### config.mk
export PLATFORM = sky130hd
export DESIGN_NAME = mtrig_top
export DESIGN_NICKNAME = d
export VERILOG_FILES = /design/src/rtl/mtrig_pkg.sv /design/src/rtl/mtrig_cfg.sv /design/src/rtl/mtrig_count.sv /design/src/rtl/mtrig_chain.sv /design/src/rtl/mtrig_top.sv
export SDC_FILE = /design/constraint.sdc
export NUM_CORES = 1
export LEC_CHECK = 0
export ABC_AREA = 1
export BUFFER_PORTS_ARGS = -buffer_cell sky130_fd_sc_hd__buf_2
export CORE_MARGIN = 4
export CORE_UTILIZATION = 50
export CTS_CLUSTER_SIZE = 25
export DETAILED_ROUTE_END_ITERATION = 10
export GPL_ROUTABILITY_DRIVEN = 1
export GPL_TIMING_DRIVEN = 0
export PLACE_DENSITY = 0.78
export SLEW_MARGIN = 20
export SYNTH_ARGS = -nofsm -noshare
export SYNTH_HDL_FRONTEND = slang
export SYNTH_HIERARCHICAL = 1
export SYNTH_SLANG_ARGS = --single-unit
### constraint.sdc
create_clock -name clk -period 8.3 [get_ports clk]
set_clock_uncertainty 0.1 [all_clocks]
set_input_delay 1.66 -clock clk [delete_from_list [all_inputs] [get_ports clk]]
set_output_delay 1.66 -clock clk [all_outputs]
set_load 0.01 [all_outputs]
### src/rtl/mtrig_pkg.sv
package mtrig_pkg;

    localparam int DEF_NUM_CH = 16;
    localparam int DEF_CNT_W  = 7;
    localparam int DEF_LVL_W  = 7;

    typedef enum logic {
        CFG_MASK  = 1'b0,
        CFG_LEVEL = 1'b1
    } cfg_addr_e;

    typedef struct packed {
        logic                  any_hit;
        logic                  majority;
        logic [DEF_CNT_W-1:0]  total;
    } trig_out_t;

endpackage

### src/rtl/mtrig_cfg.sv
module mtrig_cfg
    import mtrig_pkg::*;
#(
    parameter int NUM_CH = DEF_NUM_CH,
    parameter int LVL_W  = DEF_LVL_W
) (
    input  logic              clk,
    input  logic              rst,
    input  logic              wr_en,
    input  logic              wr_addr,
    input  logic [NUM_CH-1:0] wr_data,
    output logic [NUM_CH-1:0] enable,
    output logic [LVL_W-1:0]  level
);

    cfg_addr_e sel;
    assign sel = cfg_addr_e'(wr_addr);

    always_ff @(posedge clk) begin
        if (rst) begin
            enable <= '1;
            level  <= '0;
        end else if (wr_en) begin
            case (sel)
                CFG_MASK:  enable <= wr_data;
                CFG_LEVEL: level  <= wr_data[LVL_W-1:0];
                default:   ;
            endcase
        end
    end

endmodule

### src/rtl/mtrig_count.sv
module mtrig_count #(
    parameter int NUM_CH = 16,
    parameter int CNT_W  = 7
) (
    input  logic [NUM_CH-1:0] hit,
    input  logic [NUM_CH-1:0] enable,
    output logic              any_hit,
    output logic [CNT_W-1:0]  count
);

    logic [NUM_CH-1:0] gated;

    for (genvar ch = 0; ch < NUM_CH; ch++) begin : g_gate
        assign gated[ch] = hit[ch] & enable[ch];
    end

    assign any_hit = |gated;

    always_comb begin
        count = '0;
        for (int ch = 0; ch < NUM_CH; ch++) begin
            count = count + CNT_W'(gated[ch]);
        end
    end

endmodule

### src/rtl/mtrig_chain.sv
module mtrig_chain #(
    parameter int CNT_W = 7,
    parameter int LVL_W = 7
) (
    input  logic             ext_mode,
    input  logic             any_hit,
    input  logic [CNT_W-1:0] local_cnt,
    input  logic [CNT_W-1:0] chain_in,
    input  logic [LVL_W-1:0] level,
    output logic [CNT_W-1:0] total,
    output logic             majority
);

    localparam logic [CNT_W-1:0] CNT_MAX = '1;

    logic [CNT_W:0]   wide_sum;
    logic [CNT_W-1:0] capped;

    assign wide_sum = {1'b0, local_cnt} + {1'b0, chain_in};
    assign capped   = wide_sum[CNT_W] ? CNT_MAX : wide_sum[CNT_W-1:0];
    assign total    = ext_mode ? capped : local_cnt;

    always_comb begin
        if (level == '0) begin
            majority = any_hit;
        end else begin
            majority = int'(total) > int'(level);
        end
    end

endmodule

### src/rtl/mtrig_top.sv
module mtrig_top
    import mtrig_pkg::*;
#(
    parameter int NUM_CH = DEF_NUM_CH,
    parameter int CNT_W  = DEF_CNT_W,
    parameter int LVL_W  = DEF_LVL_W
) (
    input  logic              clk,
    input  logic              rst,
    input  logic [NUM_CH-1:0] hit_i,
    input  logic              ext_mode_i,
    input  logic [CNT_W-1:0]  chain_in_i,
    input  logic              wr_en_i,
    input  logic              wr_addr_i,
    input  logic [NUM_CH-1:0] wr_data_i,
    output logic              or_o,
    output logic              maj_o,
    output logic [CNT_W-1:0]  chain_out_o
);

    logic [NUM_CH-1:0] cfg_en;
    logic [LVL_W-1:0]  cfg_lvl;
    logic              any_hit;
    logic [CNT_W-1:0]  local_cnt;
    logic [CNT_W-1:0]  total;
    logic              majority;

    mtrig_cfg #(.NUM_CH(NUM_CH), .LVL_W(LVL_W)) u_cfg (
        .clk     (clk),
        .rst     (rst),
        .wr_en   (wr_en_i),
        .wr_addr (wr_addr_i),
        .wr_data (wr_data_i),
        .enable  (cfg_en),
        .level   (cfg_lvl)
    );

    mtrig_count #(.NUM_CH(NUM_CH), .CNT_W(CNT_W)) u_count (
        .hit     (hit_i),
        .enable  (cfg_en),
        .any_hit (any_hit),
        .count   (local_cnt)
    );

    mtrig_chain #(.CNT_W(CNT_W), .LVL_W(LVL_W)) u_chain (
        .ext_mode  (ext_mode_i),
        .any_hit   (any_hit),
        .local_cnt (local_cnt),
        .chain_in  (chain_in_i),
        .level     (cfg_lvl),
        .total     (total),
        .majority  (majority)
    );

    always_ff @(posedge clk) begin
        if (rst) begin
            or_o        <= 1'b0;
            maj_o       <= 1'b0;
            chain_out_o <= '0;
        end else begin
            or_o        <= any_hit;
            maj_o       <= majority;
            chain_out_o <= total;
        end
    end

endmodule

==> results of run 1 <==
logic make-up (layout without fill, tap and decap cells):
family / after synthesis / count (layout) / synth area share, %
AND/OR/NAND/NOR: 180 / 180 / 33.3
buffers and inverters: 86 / 144 / 15.6
flip-flops: 32 / 32 / 26.9
adder cells (fa/ha/maj): 31 / 31 / 19.7
AO/OA/AOI/OAI: 13 / 13 / 2.89
XOR/XNOR: 4 / 4 / 1.47
other: 1 / 2 / 0.157
layer usage:
metal	vias to the layer above	global-route usage (%)	share of wire [%]
met4	0	5.34	0.64
li1	1157	-	-
met5	-	0	0
met2	49	31.9	48
met1	990	24.6	46
met3	2	3.40	5.3
placed cells by master (no fill, tap or decap):
master      n
a21oi_1    10
buf_2      53
buf_4       2
buf_6       5
bufinv_16   1
clkbuf_1    2
clkbuf_8    5
clkinv_1    1
clkinv_2    1
conb_1      2
dfxtp_1    32
fa_1       11
ha_1       20
inv_1      72
inv_2       2
nand2_1    84
nand2_2     5
nand2_4     3
nand2b_1    1
nand3_1    40
nand3_2     2
nand4_1     3
nor2_1     38
nor2_2      1
nor3_1      1
nor3b_1     1
o21ai_0     2
o21ai_2     1
or2_2       1
xnor2_1     1
xor2_1      3
stage by stage:
stage          total power, mW  instance area, um^2  worst slack [ns]  hold WS, ns
2_1_floorplan            0.645                 2390              1.68        0.329
3_3_place_gp             0.745                 2700              1.15        0.339
3_5_place_dp             0.774                 2700              1.12        0.344
4_1_cts                  0.922                 2810              1.43        0.361
5_1_grt                   1.03                 2810             0.983        0.383
6_report                 0.917                 2810              1.45        0.361
final cells by class:
class	instances	share of cell area (%)
inverter	75	10.0
tap	52	2.32
clock buffer	6	2.58
clock inverter	2	1.25
buffer	11	3.21
sequential	32	22.8
timing repair buffer	50	8.90
multi-input combinational	230	48.9
how the worst min path moves through the flow:
stage	startpoint	to	slack (ns)	depth (start not counted)
after floorplan	u_cfg/enable[0]	u_cfg/enable[0]	0.33	2
after global placement	u_cfg/enable[11]	u_cfg/enable[11]	0.34	2
after detailed placement	u_cfg/enable[2]	u_cfg/enable[2]	0.34	2
after CTS	u_cfg/enable[2]	u_cfg/enable[2]	0.36	2
after global routing	u_cfg/enable[2]	u_cfg/enable[2]	0.38	2
final	u_cfg/enable[2]	u_cfg/enable[2]	0.36	2
report_power, final:
group / internal [mW] / switching, mW
Sequential: 0.176 / 0.00743
Combinational: 0.236 / 0.353
Clock: 0.0890 / 0.0555
registers in the layout, summed over array words and instances (netlist names):
signal	flops
u_cfg/enable	16
u_cfg/level	7
maj_o	1
chain_out_o	7
or_o	1
worst max-delay path, delay by kind of cell:
| family | cells | cell delay [ns] |
|---|---|---|
| fa+ha+maj | 8 | 3.34 |
| simple gates | 14 | 1.21 |
| buf+inv | 7 | 0.45 |
| compound gates | 1 | 0.29 |
==> impl_metrics.toml, run 1 <==
[timing]
hold_viol = 0
setup_viol = 0
fin_crit_sh_pct = 82.6
slew_viol_final = 0
rsz0062_at_grt = "no"
max_freq_ghz = 0.146
post-route-min-period_ns = 6.85
tns_ns = 0

[floorplanning]
dieHeight_um = 77.0
initial_utilization_pct = 53.3
die_w_um = 77.0
dieArea_um2 = 5940
num_io_pins = 53
num_rows = 24
fp.coreArea_um2 = 4470

[synthesis]
ys_ff_latch = 32
ys_types = 28
synth.most_common_cell = "nand2_1"
synth_edf_count = 0
netlist.area_leader.share_pct = 26.9
synth_top_area_cell = "dfxtp_1"
yosysWarnings = 6
ys_async_sr_fraction_pct = 0
synthCells = 347
syn_area_um2 = 2380
ys_seq_area_share_pct = 26.9
yosys-top-cells-area = "dfxtp_1 27%, nand2_1 13%, inv_1 11%"
synth_ff_type = "dfxtp_1"
avgSynthCellArea_um2 = 6.87
synth_commonest_cells = "84 x nand2_1, 72 x inv_1, 40 x nand3_1"

[route]
via_per_inst = 4.80
post_drt_wl_per_cell_um = 11.5
firstDrtPassIters = 4
ant_nets = 0
drt_iter0_drc = 84
via_count = 2198
drc = 0
routed_wl_mm = 5.28

[power_and_ir_drop]
p_leak_nw = 1.67
power_density_nw_per_um2 = 326
peakVddDrop_uv = 210

[global_route]
antenna_found_initial = 0
track_usage_pct = 18.8
overflow = 0
grt_first_pass_wirelength_mm = 9.16
grt_pass1_vias = 2133
grt_max_degree = 11

[critical_path]
reg2reg_setup_slack_ns = 2.61
crit_path_start = "hit_i[0]"
worstPathMaxFanout = 7
timing.rr.end = "maj_o"
rr_worst_depth = 29
critPathKind = "primary input to register"
cp.arrival_ns = 6.93
cp-end-kind = "register"
max_stage_delay_ns = 0.55
cp-start-kind = "primary input"
cp_slowest_cell = "fa_1"
rr_startpoint = "u_cfg/enable[0]"
required_ns = 8.37
critPathCapture = "maj_o"

[clock_tree]
ctsRootBufferMaster = "clkbuf_8"
clock-sinks = 32
cts_buffer_depth = 2
cts_tree = "done"
holdBufCountCts = 0
cts_made_buffers = 5
cts_setup_buffers = 0
cts_resized = 0
clk_pin_slew_ns = 0.06
ctsHtreeMaxLevel = 2
clock_latency_ns = 0.28

[placed_design]
dp_hpwl_mm = 4.31
io_buffers = 50
place_congestion = 0.833
dp_cells = 450

[cells_and_area]
drive_gt1_share_pct = 20.2
final_nets = 480
diodes = 0
fin_util_pct = 62.8
stdcell_count = 458
multi_input_area_um2 = 1380
nFillCells = 427
syn_to_final_growth_pct = 17.9
regArea_um2 = 641

[worst_hold_path]
hp-class = "register to register"

[run]
max_cap_violations = 0

[status]
status = "finished, final reports clean"
(Power assumes the default switching activity.)
==> inputs of run 2 (changes only) <==
CORE_UTILIZATION = 49   (was 50)
PLACE_DENSITY = 0.79   (was 0.78)
clock period = 6.15 ns   (was 8.3 ns; I/O delays follow)
==> run 2 against run 1 <==
  * Cell count grew 4.6%
  * Critical endpoint unchanged
  * Power grew 63%
  * Wire length is 7.0% higher
==> impl_metrics.toml, run 2 (synthesized netlist as in run 1, its figures left out) <==
[status]
status = "finished, final reports clean"

[cells_and_area]
final_cell_area_um2 = 3010
drive_gt1_share_pct = 27.4
mostFrequentLayoutCell = "nand2_1"
mostFrequentLayoutCells = "81 x nand2_1, 70 x inv_1, 53 x buf_2"
final_nets = 486
top_regs = "u_cfg/enable (16), chain_out_o (7), u_cfg/level (7)"
largest_register_ffs = 16
syn_to_final_growth_pct = 26.1
stdcell_count = 479
diodes = 0
top_register = "u_cfg/enable"

[clock_tree]
clock-sinks = 32
holdBufCountCts = 0
cts_tree = "done"
ctsHtreeMaxLevel = 2
clock_latency_ns = 0.28
cts_made_buffers = 5
clk_pin_slew_ns = 0.06
ctsRootBufferMaster = "clkbuf_8"
cts_buffer_depth = 2

[critical_path]
max_stage_delay_ns = 0.54
critPathKind = "primary input to register"
cp-end-kind = "register"
cp-start-kind = "primary input"
worstPathMaxFanout = 7
required_ns = 6.23
crit_top_cell = "inv_1"
cp.arrival_ns = 6.18
cp_slowest_cell = "fa_1"

[timing]
post-route-min-period_ns = 6.10
hold_viol = 0
tns_ns = 0
setup_ws_ns = 0.0470
fin_crit_sh_pct = 99.2
max_freq_ghz = 0.164
rsz0062_at_grt = "yes"
slew_viol_final = 0
setup_viol = 0

[route]
post_drt_wl_per_cell_um = 11.8
firstDrtPassIters = 4
routed_wl_mm = 5.64
drc = 0
via_per_inst = 4.76
ant_nets = 0
via_count = 2282
drt_iter0_drc = 84

[floorplanning]
die_w_um = 77.7
dieArea_um2 = 6040
num_rows = 25
initial_utilization_pct = 50.5
fp.coreArea_um2 = 4720
dieHeight_um = 77.7
num_io_pins = 53

[global_route]
grt_first_pass_wirelength_mm = 9.60
track_usage_pct = 19.4
grt_max_degree = 12
antenna_found_initial = 0
overflow = 0
grt_pass1_vias = 2307

[placed_design]
dp_cells = 465
dp_hpwl_mm = 4.35
place_congestion = 0.867
pre_cts_slack_ns = -0.582
io_buffers = 50
placed_area_um2 = 2720

[run]
max_cap_violations = 0

[power_and_ir_drop]
p_leak_nw = 1.72
peakVddDrop_uv = 296
power_density_nw_per_um2 = 496

[worst_hold_path]
hp-class = "register to register"
[run 2: what timing repair did]
action / 4_1_cts / 5_1_grt
setup endpoints to repair: 1 / 1
cloned: 0 / 0
gates resized for setup: 13 / 15
setup buffers: 2 / 4
pin swaps: 15 / 12
[run 2: final timing paths]
path / start / end / slack (ns) / cells after the start
setup / recovery: hit_i[13] / maj_o / 0.05 / 30
hold / removal: u_cfg/enable[2] / u_cfg/enable[2] / 0.36 / 2
setup reg to reg: u_cfg/enable[13] / maj_o / 0.77 / 29
hold reg to reg: u_cfg/enable[2] / u_cfg/enable[2] / 0.36 / 2
[run 2: layout make-up]
class / instances / area [um^2]
clock buffers: 5 / 68.8
clock inverters: 3 / 42.5
inverters: 75 / 282
fillers: 415 / 1720
flip-flops and latches: 32 / 641
well taps: 67 / 83.8
repair buffers: 56 / 295
multi-input cells: 230 / 1500
plain buffers: 11 / 90.1
[run 2: worst max-delay path, delay by kind of cell]
kind	cells	cell delay, ns
AO/OA/AOI/OAI	2	0.24
XOR/XNOR	1	0.18
adder cells (fa/ha/maj)	8	3.15
buffers and inverters	8	0.57
AND/OR/NAND/NOR	11	0.84
[run 2: power by group]
part / internal [mW] / switching (mW)
Combinational: 0.445 / 0.600
Clock: 0.120 / 0.0779
Sequential: 0.238 / 0.0108
[run 2: metal layers]
layer | vias to the layer above | wire length, um | global-route usage, %
met4 | 0 | 92 | 6.76
met5 | - | 0 | 0
met3 | 11 | 324 | 3.94
met1 | 1027 | 2470 | 24.4
met2 | 77 | 2750 | 32.9
li1 | 1167 | - | -
[run 2: metrics by stage]
stage / power [mW] / hold slack, ns / util [%]
2_1_floorplan: 0.874 / 0.329 / -
3_3_place_gp: 1.01 / 0.340 / 57.7
3_5_place_dp: 1.05 / 0.344 / 57.7
4_1_cts: 1.33 / 0.362 / 61.6
5_1_grt: 1.65 / 0.373 / 63.7
6_report: 1.49 / 0.359 / 63.7
